File: config.mk
export PLATFORM = sky130hd
export DESIGN_NAME = dl_rx_mode_ctrl
export DESIGN_NICKNAME = d
export VERILOG_FILES = /design/src/rtl/dl_rx_pkg.sv /design/src/rtl/dl_run_det.sv /design/src/rtl/dl_bom_cap.sv /design/src/rtl/dl_rx_mode_ctrl.sv
export SDC_FILE = /design/constraint.sdc
export NUM_CORES = 1
export LEC_CHECK = 0
export BUFFER_PORTS_ARGS = -buffer_cell sky130_fd_sc_hd__buf_4
export CORE_UTILIZATION = 58
export CTS_BUF_LIST = sky130_fd_sc_hd__clkbuf_4 sky130_fd_sc_hd__clkbuf_8 sky130_fd_sc_hd__clkbuf_16
export DETAILED_ROUTE_END_ITERATION = 7
export PLACE_DENSITY = 0.79
export SLEW_MARGIN = 10
export SYNTH_ARGS = -nofsm -noshare
export SYNTH_HDL_FRONTEND = slang
export SYNTH_SLANG_ARGS = --single-unit
File: constraint.sdc
create_clock -name clk_i -period 2 [get_ports clk_i]
set_input_delay 0.3 -clock clk_i [delete_from_list [all_inputs] [get_ports clk_i]]
set_output_delay 0.3 -clock clk_i [all_outputs]
set_load 0.05 [all_outputs]
File: src/rtl/dl_rx_pkg.sv
package dl_rx_pkg;
  typedef enum logic {MODE_HDLC = 1'b0, MODE_BOM = 1'b1} dl_mode_e;

  localparam int unsigned RUN_LEN_DEF = 8;
  localparam int unsigned BYTE_W_DEF  = 8;
  localparam int unsigned WD_LEN_DEF  = 32;
  localparam logic [7:0]  FLAG_DEF    = 8'b0111_1110;
endpackage

File: src/rtl/dl_run_det.sv
// Ones-run counter and flag history over valid bits only.
module dl_run_det #(
  parameter int unsigned RUN_LEN = 8,
  parameter int unsigned FLAG_W  = 8,
  parameter logic [FLAG_W-1:0] FLAG_PAT = 8'b0111_1110
) (
  input  logic clk_i,
  input  logic rst_ni,
  input  logic srst_i,
  input  logic vld_i,
  input  logic bit_i,
  output logic run_hit_o,
  output logic flag_hit_o
);
  localparam int unsigned RW = $clog2(RUN_LEN + 1);
  localparam logic [RW-1:0] RUN_MAX = RW'(RUN_LEN);
  localparam logic [RW-1:0] RUN_PRE = RW'(RUN_LEN - 1);

  logic [RW-1:0]     run_q;
  logic [FLAG_W-1:0] hist_q;
  logic [FLAG_W-1:0] hist_nx;

  assign hist_nx    = {hist_q[FLAG_W-2:0], bit_i};
  assign run_hit_o  = vld_i & bit_i & (run_q == RUN_PRE);
  assign flag_hit_o = vld_i & (hist_nx == FLAG_PAT);

  always_ff @(posedge clk_i or negedge rst_ni) begin
    if (!rst_ni) begin
      run_q  <= '0;
      hist_q <= '1;
    end else if (srst_i) begin
      run_q  <= '0;
      hist_q <= '1;
    end else if (vld_i) begin
      hist_q <= hist_nx;
      if (!bit_i)                run_q <= '0;
      else if (run_q != RUN_MAX) run_q <= run_q + 1'b1;
    end
  end
endmodule

File: src/rtl/dl_bom_cap.sv
// Candidate byte capture and alignment watchdog for message mode.
module dl_bom_cap #(
  parameter int unsigned BYTE_W = 8,
  parameter int unsigned WD_LEN = 32
) (
  input  logic              clk_i,
  input  logic              rst_ni,
  input  logic              srst_i,
  input  logic              stop_i,
  input  logic              start_i,
  input  logic              bom_i,
  input  logic              vld_i,
  input  logic              bit_i,
  input  logic              run_hit_i,
  output logic              capping_o,
  output logic [BYTE_W-1:0] byte_o,
  output logic              wr_o,
  output logic              loss_o
);
  localparam int unsigned CW = $clog2(BYTE_W);
  localparam int unsigned WW = $clog2(WD_LEN);
  localparam logic [CW-1:0] CNT_LAST = CW'(BYTE_W - 1);
  localparam logic [WW-1:0] WD_LAST  = WW'(WD_LEN - 1);

  logic              cap_q;
  logic [CW-1:0]     cnt_q;
  logic [BYTE_W-1:0] sh_q, byte_q, sh_nx;
  logic [WW-1:0]     wd_q;
  logic              wr_q, loss_q;

  assign sh_nx     = {bit_i, sh_q[BYTE_W-1:1]};
  assign capping_o = cap_q;
  assign byte_o    = byte_q;
  assign wr_o      = wr_q;
  assign loss_o    = loss_q;

  always_ff @(posedge clk_i or negedge rst_ni) begin
    if (!rst_ni) begin
      cap_q <= 1'b0; cnt_q <= '0; sh_q <= '0; byte_q <= '0;
      wd_q  <= '0;   wr_q  <= 1'b0; loss_q <= 1'b0;
    end else begin
      wr_q   <= 1'b0;
      loss_q <= 1'b0;
      if (srst_i) begin
        cap_q <= 1'b0; cnt_q <= '0; byte_q <= '0; wd_q <= '0;
      end else if (stop_i) begin
        cap_q <= 1'b0; cnt_q <= '0; wd_q <= '0;
      end else if (start_i) begin
        cap_q <= 1'b1; cnt_q <= '0; wd_q <= '0;
      end else if (bom_i && vld_i) begin
        if (cap_q) begin
          sh_q  <= sh_nx;
          cnt_q <= cnt_q + 1'b1;
          if (cnt_q == CNT_LAST) begin
            cap_q <= 1'b0;
            // keep only bytes framed by zeros
            if (!sh_nx[0] && !sh_nx[BYTE_W-1]) begin
              byte_q <= sh_nx;
              wr_q   <= 1'b1;
            end
          end
        end
        if (run_hit_i)            wd_q <= '0;
        else if (wd_q == WD_LAST) begin
          wd_q   <= '0;
          loss_q <= 1'b1;
        end else                  wd_q <= wd_q + 1'b1;
      end
    end
  end
endmodule

File: src/rtl/dl_rx_mode_ctrl.sv
module dl_rx_mode_ctrl
  import dl_rx_pkg::*;
#(
  parameter int unsigned RUN_LEN = RUN_LEN_DEF,
  parameter int unsigned BYTE_W  = BYTE_W_DEF,
  parameter int unsigned WD_LEN  = WD_LEN_DEF
) (
  input  logic              clk_i,
  input  logic              rst_ni,
  input  logic              soft_rst_i,
  input  logic              hdlc_en_i,
  input  logic              bom_en_i,
  input  logic              bit_i,
  input  logic              bit_valid_i,
  output logic              mode_bom_o,
  output logic [BYTE_W-1:0] bom_byte_o,
  output logic              bom_wr_o,
  output logic              flag_o,
  output logic              sync_loss_o
);
  dl_mode_e mode_q;
  logic     flag_q;
  logic     run_hit, flag_hit, capping;
  logic     auto_en, in_bom, enter_bom, exit_flag, stop, start;

  assign auto_en   = hdlc_en_i & bom_en_i;
  assign in_bom    = (mode_q == MODE_BOM);
  assign enter_bom = ~in_bom & auto_en & run_hit;
  assign exit_flag = in_bom & hdlc_en_i & flag_hit;
  assign stop      = ~bom_en_i | exit_flag;
  assign start     = enter_bom | (in_bom & run_hit & ~capping);

  dl_run_det #(
    .RUN_LEN (RUN_LEN),
    .FLAG_W  (8),
    .FLAG_PAT(FLAG_DEF)
  ) u_run (
    .clk_i     (clk_i),
    .rst_ni    (rst_ni),
    .srst_i    (soft_rst_i),
    .vld_i     (bit_valid_i),
    .bit_i     (bit_i),
    .run_hit_o (run_hit),
    .flag_hit_o(flag_hit)
  );

  dl_bom_cap #(
    .BYTE_W(BYTE_W),
    .WD_LEN(WD_LEN)
  ) u_cap (
    .clk_i    (clk_i),
    .rst_ni   (rst_ni),
    .srst_i   (soft_rst_i),
    .stop_i   (stop),
    .start_i  (start),
    .bom_i    (in_bom),
    .vld_i    (bit_valid_i),
    .bit_i    (bit_i),
    .run_hit_i(run_hit),
    .capping_o(capping),
    .byte_o   (bom_byte_o),
    .wr_o     (bom_wr_o),
    .loss_o   (sync_loss_o)
  );

  always_ff @(posedge clk_i or negedge rst_ni) begin
    if (!rst_ni) begin
      mode_q <= MODE_HDLC;
      flag_q <= 1'b0;
    end else if (soft_rst_i) begin
      mode_q <= MODE_HDLC;
      flag_q <= 1'b0;
    end else begin
      flag_q <= flag_hit & hdlc_en_i;
      if (!bom_en_i)      mode_q <= MODE_HDLC;
      else if (enter_bom) mode_q <= MODE_BOM;
      else if (exit_flag) mode_q <= MODE_HDLC;
    end
  end

  assign mode_bom_o = in_bom;
  assign flag_o     = flag_q;
endmodule

==> results.json, run 1 <==
{
  "drv_slew": 0,
  "synth_area_leader_cell": "dfrtp_1",
  "synth_nets": 185,
  "syn_area_per_cell_um2": 11.0,
  "clockBufferDepth": 2,
  "dp_slack_ps": 134,
  "finalHoldViolCount": 0,
  "fin_tns_setup_ps": 0,
  "whs_path_depth": 3,
  "slew_headroom_pct": 68.4,
  "cp_slowest_cell": "dfstp_2",
  "drtIter0Drc": 67,
  "antenna_cells": 0,
  "finalCoreUtilization_pct": 71.1,
  "crit_chain": "nand4b_1, or4_4, nand4_4, mux2_2",
  "period_needed_ps": 1870,
  "grt-ovfl-total": 0,
  "insertion_delay_ps": 340,
  "status": "finished, final reports clean",
  "layout_worst_path_cycle_share_pct": 93.4,
  "setup_ws_ps": 132,
  "ys_seq_area_share_pct": 51.9,
  "rsz0062_at_grt": "no",
  "p_per_area_nw_per_um2": 666,
  "critPathKind": "reg -> reg",
  "drcViolationCount": 0,
  "drt-total-wl_mm": 3.44,
  "synth.distinct_cells": 37,
  "vias": 1343,
  "rows": 20,
  "initial_utilization_pct": 61.7,
  "multi_input_area_um2": 872,
  "fin_cells": 241,
  "track_usage_pct": 23.2,
  "netlist_area_um2": 1900,
  "power_mw": 1.46,
  "arrival_ps": 2100,
  "rr_worst_depth": 4,
  "place_congestion": 0.778,
  "grt_pass1_wl_mm": 5.94,
  "worst_pin_slew_ps": 474,
  "fmax_mhz": 535,
  "core_um2": 3080,
  "ys_warn_count": 0,
  "synthFlopType": "dfrtp_1",
  "hpwl_mm": 2.42,
  "path_depth": 4,
  "post_cts_resized": 0,
  "n_fill_cell": 248,
  "regArea_um2": 985,
  "peakVddDrop_v": 0.000424,
  "postSynthCellCount": 172,
  "post_drt_via_cell_ratio": 5.57,
  "path_delay_family": "simple AND/OR/NAND/NOR gates",
  "io_pins": 19,
  "drive_above_1_share_pct": 24.4,
  "die_x_um": 59.2,
  "cp_max_fo": 7,
  "grt_max_degree": 40,
  "hold_class": "in -> reg",
  "critical_path_buf_inv_count": 0,
  "final_nets": 209,
  "setup_viol": 0,
  "ys_ff_latch": 39,
  "cp-end-kind": "flop",
  "synth.top_cell.area_share_pct": 42.2,
  "synth_edf_count": 0,
  "start_kind": "flop",
  "postRouteAntennaNets": 0,
  "p_leak_nw": 0.974,
  "finClkSkew_ps": 10.6,
  "synthArstFlopShare_pct": 100,
  "cts.reportedPaths.clkPinSlew_ps": 110,
  "final_common_cell": "dfrtp_1",
  "grt_antenna_before_repair": 0,
  "first_global_vias": 1316,
  "dp.cells": 232,
  "cts_made_buffers": 5,
  "cap_violations": 0,
  "synthToLayoutAreaGrowth_pct": 15.3,
  "required_ps": 2230,
  "final_cell_mix": "dfrtp_1 (32), buf_4 (22), nand2_1 (16), nand2b_1 (15), a21oi_1 (10)",
  "worst_path_largest_cell_delay_ps": 550,
  "synth_area_leaders": "dfrtp_1 (42%), dfstp_2 (9.7%), nand2b_1 (4.9%), mux2_2 (4.2%), ha_1 (4.0%)",
  "cts-root-buf": "clkbuf_4",
  "drtPass1Iterations": 4,
  "wire_per_inst_um": 14.3,
  "cts_tree": "built",
  "cts.htree.levels": 2,
  "clock-sinks": 39,
  "die_y_um": 59.2,
  "placement.io_buffers": 18,
  "dieArea_um2": 3510
}
[flip-flops by register name (all words and copies together) (netlist names)]
| signal | cells |
|---|---|
| u_cap.byte_o | 8 |
| u_cap.sh_q | 7 |
| u_run.hist_q | 7 |
| u_cap.wd_q | 5 |
| u_run.run_q | 4 |
| u_cap.cnt_q | 3 |
| flag_o | 1 |
| mode_bom_o | 1 |
| u_cap.capping_o | 1 |
| u_cap.loss_o | 1 |
| u_cap.wr_o | 1 |
[power by group]
part	leakage, nW	total (mW)	switching (mW)	internal, mW
clock	0.0482	0.542	0.247	0.295
sequential	0.520	0.817	0.0103	0.807
combinational	0.406	0.0976	0.0596	0.0380
[path summary, 6_finish.rpt]
path / startpoint / end / slack, ps
max reg2reg: u_run.hist_q[4] / u_cap.sh_q[4] / 130
min in group asynchronous: rst_ni / u_cap.byte_o[1] / 450
min: bit_i / u_run.hist_q[0] / 250
max in group asynchronous: rst_ni / u_run.hist_q[1] / 1180
max: u_run.hist_q[4] / u_cap.sh_q[4] / 130
min reg2reg: u_cap.sh_q[1] / u_cap.sh_q[1] / 520
[cells by family (layout without fill, tap and decap cells)]
group	count (synthesis)	count (layout)	synth area share, %
flops	39	39	51.9
mux	13	13	7.32
xor+xnor	1	1	0.462
buf+inv	10	35	2.17
fa+ha+maj	6	6	3.96
simple gates	74	74	24.1
compound gates	29	29	10.2
[timing repair]
action | 4_1_cts | 5_1_grt
hold buffers | 1 | 0
hold endpoints to repair | 32 | 0
setup buffers | 0 | 0
[cells in the mapped netlist (all sizes together) (2+ instances only)]
library cell	count
nand4	3
nor2b	4
a31oi	3
and3b	2
nor2	5
a21oi	10
mux2	7
dfstp	7
nor3b	2
nand4b	5
mux2i	6
dfrtp	32
ha	6
o31ai	2
nor3	2
nor4	2
buf	3
inv	4
nand2	16
nand2b	15
and2	7
clkbuf	3
nand3	7
a211o	6
o21ai	3
nand3b	2
[metal layers]
layer / up-vias / GRT usage, % / part of all wire (%)
li1: 665 / - / -
met1: 648 / 31.2 / 48
met2: 28 / 36.9 / 49
met3: 2 / 6.33 / 3.3
met4: 0 / 6.46 / 0.15
met5: - / 0 / 0
[through the flow]
stage	cell area (µm²)	hold WS, ps
after floorplan	1900	4.41
after global placement	2090	280
after detailed placement	2090	289
after CTS	2190	231
after global routing	2190	239
final	2190	253
[tightest hold or removal path, delay by kind of cell]
family | cells | cell delay [ps]
buf+inv | 1 | 170
simple gates | 2 | 120
[layout make-up]
cell class	count	share of cell area [%]
Clock buffer	6	2.34
Tap cell	44	2.52
Multi-Input combinational cell	123	39.9
Inverter	4	0.686
Clock inverter	2	1.60
Sequential cell	39	45.0
Timing Repair Buffer	23	8.00
(Power assumes the default switching activity.)
==> run 2: changes to the inputs <==
- PLACE_DENSITY: 0.79 -> 0.75
==> run 2 against run 1 <==
Clock-buffer cell count stayed put. Maximum frequency is 2.4% lower. Total power hardly changed. Die area stayed put. Register-to-register slack worse by 50 ps. Critical path depth stayed put. Sequential share of layout area stayed put. Worst setup slack worse by 47 ps. Design area stayed put.
==> results.json, run 2 (synthesized netlist as in run 1, its figures left out) <==
{
  "final_cell_mix": "dfrtp_1 (32), buf_4 (22), nand2_1 (16), nand2b_1 (15), a21oi_1 (10)",
  "slew_headroom_pct": 67.8,
  "dieArea_um2": 3510,
  "core_um2": 3080,
  "reg2reg_slack_ps": 90,
  "initial_utilization_pct": 61.7,
  "grt-ovfl-total": 0,
  "peakVddDrop_v": 0.000473,
  "setup_ws_ps": 85.0,
  "io_pins": 19,
  "grt_max_degree": 40,
  "cp_max_fo": 7,
  "cts-root-buf": "clkbuf_4",
  "post_cts_resized": 0,
  "p_switching_mw": 0.317,
  "p_comb_share_pct": 6.6,
  "endpoint": "u_cap.sh_q[5]",
  "die_x_um": 59.2,
  "clock-sinks": 39,
  "dp_slack_ps": 123,
  "cts_tree": "built",
  "wl_met3_um": 139,
  "drt-total-wl_mm": 3.48,
  "vias": 1388,
  "drive_above_1_share_pct": 24.4,
  "status": "finished, final reports clean",
  "antenna_cells": 0,
  "cap_violations": 0,
  "post_drt_via_cell_ratio": 5.76,
  "final_nets": 209,
  "cts.htree.levels": 2,
  "grt_pass1_wl_mm": 5.78,
  "fmax_mhz": 522,
  "swShare_pct": 21.8,
  "first_global_vias": 1330,
  "insertion_delay_ps": 340,
  "p_per_area_nw_per_um2": 666,
  "p_leak_nw": 0.974,
  "rsz0062_at_grt": "no",
  "r2r_end": "u_cap.sh_q[5]",
  "topRoutingLayerUsed": "met4",
  "rows": 20,
  "p_clk_share_pct": 37.3,
  "drcViolationCount": 0,
  "track_usage_pct": 22.8,
  "final_common_cell": "dfrtp_1",
  "worst_pin_slew_ps": 482,
  "postRouteAntennaNets": 0,
  "arrival_ps": 2140,
  "hold_class": "in -> reg",
  "finClkSkew_ps": 17.5,
  "start_kind": "flop",
  "fin_tns_setup_ps": 0,
  "wl_met1_mm": 1.59,
  "grt_antenna_before_repair": 0,
  "cts_made_buffers": 5,
  "period_needed_ps": 1910,
  "dr_wl_met2_mm": 1.68,
  "drtIter0Drc": 94,
  "cts.reportedPaths.clkPinSlew_ps": 120,
  "synthToLayoutAreaGrowth_pct": 15.3,
  "setup_viol": 0,
  "cp-end-kind": "flop",
  "placement.io_buffers": 18,
  "drv_slew": 0,
  "drtPass1Iterations": 4,
  "die_y_um": 59.2,
  "cp-startpoint": "u_run.hist_q[4]",
  "critPathKind": "reg -> reg",
  "finalHoldViolCount": 0,
  "rr_worst_depth": 4,
  "reg2reg_from": "u_run.hist_q[4]",
  "wire_per_inst_um": 14.4,
  "internal_power_mw": 1.14,
  "largest_register_ffs": 8,
  "hpwl_mm": 2.43,
  "layout_worst_path_cycle_share_pct": 95.7,
  "clockBufferDepth": 2,
  "required_ps": 2230,
  "sequentialPowerShare_pct": 56.0,
  "place_congestion": 0.788
}
-- run 2: cell counts in the layout (fill, tap and decap cells not counted) --
Identical to the previous run, type by type.
-- run 2: layer usage --
metal  GRT usage [%]  vias up
met5               0        -
li1                -      664
met4            14.3        0
met1            28.2      689
met2            36.0       29
met3            5.46        6
-- run 2: through the flow --
stage / hold slack (ps) / total power, mW / utilization, % / instance area [µm²] / instances
after floorplan: 4.41 / 0.882 / - / 1900 / 172
final: 232 / 1.46 / 71.1 / 2190 / 241
after detailed placement: 295 / 0.927 / 68.0 / 2090 / 232
after global placement: 289 / 0.923 / 68.0 / 2090 / 232
after CTS: 217 / 1.48 / 71.1 / 2190 / 241
after global routing: 226 / 1.51 / 71.1 / 2190 / 241
-- run 2: how the worst min path moves through the flow --
stage / start / end / slack (ps) / cells after the start
2_1_floorplan: rst_ni / flag_o / 4 / 0
3_3_place_gp: rst_ni / flag_o / 290 / 1
3_5_place_dp: rst_ni / flag_o / 300 / 1
4_1_cts: soft_rst_i / u_run.run_q[2] / 220 / 3
5_1_grt: bit_i / u_cap.wr_o / 230 / 2
6_report: bit_i / u_cap.wr_o / 230 / 2
-- run 2: final cells by class --
cell class	count	area, µm²
Clock inverter	2	35.0
Clock buffer	6	51.3
Tap cell	44	55.1
Timing Repair Buffer	23	175
Sequential cell	39	985
Inverter	4	15.0
Multi-Input combinational cell	123	872
Fill cell	254	890
-- run 2: repair_timing --
| item | CTS | global route |
|---|---|---|
| setup buffers | 0 | 0 |
| hold buffers | 1 | 0 |
| hold endpoints to repair | 32 | 0 |
-- run 2: worst max-delay path, stage by stage, from the launching register on --
cell and delay (ps):
dfstp_2 550, nand4b_1 170, or4_4 550, nand4_4 170, mux2_2 370
-- run 2: power by group through the flow --
stage          clock network, mW  logic [mW]  registers [mW]
2_1_floorplan                  0      0.0530           0.829
3_3_place_gp                   0      0.0929           0.830
3_5_place_dp                   0      0.0955           0.832
4_1_cts                    0.562      0.0977           0.817
5_1_grt                    0.585       0.108           0.819
6_report                   0.544      0.0963           0.817
==> run 3: changes to the inputs <==
- ABC_AREA: not set -> 1
- PLACE_DENSITY: 0.75 -> 0.74
- REMOVE_ABC_BUFFERS: not set -> 1
==> run 3 against run 2 <==
Design area decreased by 0.17%. Via count increased by 7.2%. Die area grew 1.4%. Combinational power is 1% higher. Flip-flop and latch count unchanged. Clock skew decreased by 9.7 ps. Register-to-register slack better by 270 ps. Synthesized cell count grew 23%. Utilization down 0.69 points.
==> results.json, run 3 <==
{
  "grt_max_degree": 40,
  "synth_most_common_cell": "nand2_1",
  "power_mw": 1.46,
  "cts-root-buf": "clkbuf_4",
  "worstHoldStart": "hdlc_en_i",
  "p_comb_share_pct": 6.7,
  "initial_utilization_pct": 62.1,
  "synthArstFlopShare_pct": 100,
  "critPathKind": "reg -> reg",
  "synthToLayoutAreaGrowth_pct": 13.5,
  "synth-xor-area-share_pct": 1.36,
  "synth_edf_count": 0,
  "drive_above_1_share_pct": 21.6,
  "io_pins": 19,
  "cp-startpoint": "u_run.run_q[0]",
  "hpwl_mm": 2.75,
  "ys_warn_count": 0,
  "sequentialPowerShare_pct": 56.0,
  "post_drt_via_cell_ratio": 5.31,
  "synthFlopType": "dfrtp_1",
  "die_y_um": 59.6,
  "track_usage_pct": 24.1,
  "arrival_ps": 1870,
  "internal_power_mw": 1.13,
  "rsz0062_at_grt": "no",
  "worst_path_largest_cell_delay_ps": 420,
  "grt_antenna_before_repair": 0,
  "peakVddDrop_v": 0.000476,
  "start_kind": "flop",
  "syn_area_per_cell_um2": 9.08,
  "antenna_cells": 0,
  "fin_tns_setup_ps": 0,
  "clock-sinks": 39,
  "postRouteAntennaNets": 0,
  "status": "finished, final reports clean",
  "grt_pass1_wl_mm": 6.40,
  "synth.distinct_cells": 33,
  "final_nets": 248,
  "finalHoldViolCount": 0,
  "p_per_area_nw_per_um2": 667,
  "cts_tree": "built",
  "hold_class": "in -> reg",
  "final_area_um2": 2180,
  "cp-end-kind": "flop",
  "clockBufferDepth": 2,
  "ys_seq_area_share_pct": 51.1,
  "period_needed_ps": 1650,
  "reg2reg_from": "u_run.run_q[0]",
  "layout_worst_path_cycle_share_pct": 82.4,
  "fmax_mhz": 607,
  "synth.top_cell.area_share_pct": 41.6,
  "p_leak_nw": 1.08,
  "drv_slew": 0,
  "drt-total-wl_mm": 3.72,
  "drtIter0Drc": 82,
  "post_cts_resized": 0,
  "cp_max_fo": 11,
  "first_global_vias": 1440,
  "crit_top_cell": "nand2_1",
  "setup_viol": 0,
  "die_x_um": 59.6,
  "insertion_delay_ps": 330,
  "placed_area_um2": 2090,
  "cap_violations": 0,
  "worst_pin_slew_ps": 486,
  "crit_chain": "ha_1, nand2_1, nor2_4, nand2_2, nand4_2, o21bai_1, nand2_1",
  "final_common_cell": "nand2_1",
  "placement.io_buffers": 18,
  "finClkSkew_ps": 7.82,
  "cts_made_buffers": 5,
  "final_cell_mix": "nand2_1 (40), dfrtp_1 (32), inv_1 (25), nand3_1 (21), buf_4 (20)",
  "swShare_pct": 22.2,
  "synth_top_family_by_area": "simple AND/OR/NAND/NOR gates",
  "required_ps": 2220,
  "netlist_area_um2": 1930,
  "vias": 1488,
  "cts.htree.levels": 2,
  "p_switching_mw": 0.324,
  "place_congestion": 0.792,
  "wire_per_inst_um": 13.3,
  "drcViolationCount": 0,
  "drtPass1Iterations": 5,
  "core_um2": 3100,
  "ys_ff_latch": 39,
  "cp_slowest_cell": "dfrtp_1",
  "rows": 20,
  "postSynthCellCount": 212,
  "synth_area_leader_cell": "dfrtp_1",
  "largest_register_ffs": 8,
  "synth-compound-area-share_pct": 11.0,
  "netlist_top_cells_count": "nand2_1 (40), dfrtp_1 (32), inv_1 (25)",
  "p_clk_share_pct": 37.3,
  "cts.reportedPaths.clkPinSlew_ps": 110,
  "grt-ovfl-total": 0,
  "synth.mux.area_fraction_pct": 0,
  "synth_area_leaders": "dfrtp_1 (42%), dfstp_2 (9.6%), nand2_1 (7.8%), nand3_1 (5.5%), inv_1 (4.9%)",
  "dieArea_um2": 3550,
  "synthSimpleGateAreaFrac_pct": 24.8,
  "synthAdderAreaFrac_pct": 3.90,
  "slew_headroom_pct": 67.6
}
[run 3: layout make-up]
class | instances | area (µm²)
clock buffers | 6 | 51.3
clock inverters | 2 | 35.0
fillers | 263 | 918
inverters | 28 | 108
multi-input cells | 140 | 791
flip-flops and latches | 39 | 985
well taps | 44 | 55.1
repair buffers | 21 | 160
[run 3: cells by family after synthesis]
| family | after synthesis |
|---|---|
| fa+ha+maj | 6 |
| buf+inv | 33 |
| simple gates | 94 |
| compound gates | 37 |
| xor+xnor | 3 |
| flops | 39 |
[run 3: layer usage]
metal	vias up	wire (µm)	track usage, %
li1	738	-	-
met3	8	160	4.37
met1	702	1690	34.3
met5	-	0	0
met2	40	1820	37.4
met4	0	46	7.64
[run 3: worst max-delay path: cells and delay by family, from the launching register on]
family          cells  cell delay, ps
simple gates        5             670
flops               1             420
compound gates      1             230
fa+ha+maj           1             210
[run 3: metrics by stage]
step | instances | worst slack, ps | hold WS [ps] | util, %
5_1_grt | 280 | 195 | 196 | 70.4
4_1_cts | 280 | 354 | 195 | 70.4
2_1_floorplan | 207 | 417 | 4.41 | -
6_report | 280 | 352 | 216 | 70.4
3_5_place_dp | 271 | 377 | 295 | 67.3
3_3_place_gp | 271 | 438 | 288 | 67.3
[run 3: what timing repair did]
| item | CTS | global route |
|---|---|---|
| setup endpoints to repair | 0 | 0 |
| setup buffers | 0 | 0 |
| endpoints found under the hold margin | 32 | 0 |
| hold buffers | 1 | 0 |
[run 3: path summary, 6_finish.rpt]
kind                                    to  slack (ps)  depth (start not counted)
max in group asynchronous  u_run.hist_q[1]        1180                          2
hold / removal                      flag_o         220                          3
hold reg to reg            u_run.hist_q[6]         480                          2
min in group asynchronous       mode_bom_o         470                          2
setup reg to reg             u_cap.sh_q[7]         350                          7
setup / recovery             u_cap.sh_q[7]         350                          7
[run 3: power groups by stage]
| stage | logic [mW] | clock network (mW) | registers (mW) |
|---|---|---|---|
| global route | 0.110 | 0.594 | 0.818 |
| floorplan | 0.0475 | 0 | 0.829 |
| CTS | 0.0985 | 0.556 | 0.816 |
| finish | 0.0976 | 0.544 | 0.816 |
| global placement | 0.0934 | 0 | 0.830 |
| detailed placement | 0.0962 | 0 | 0.830 |
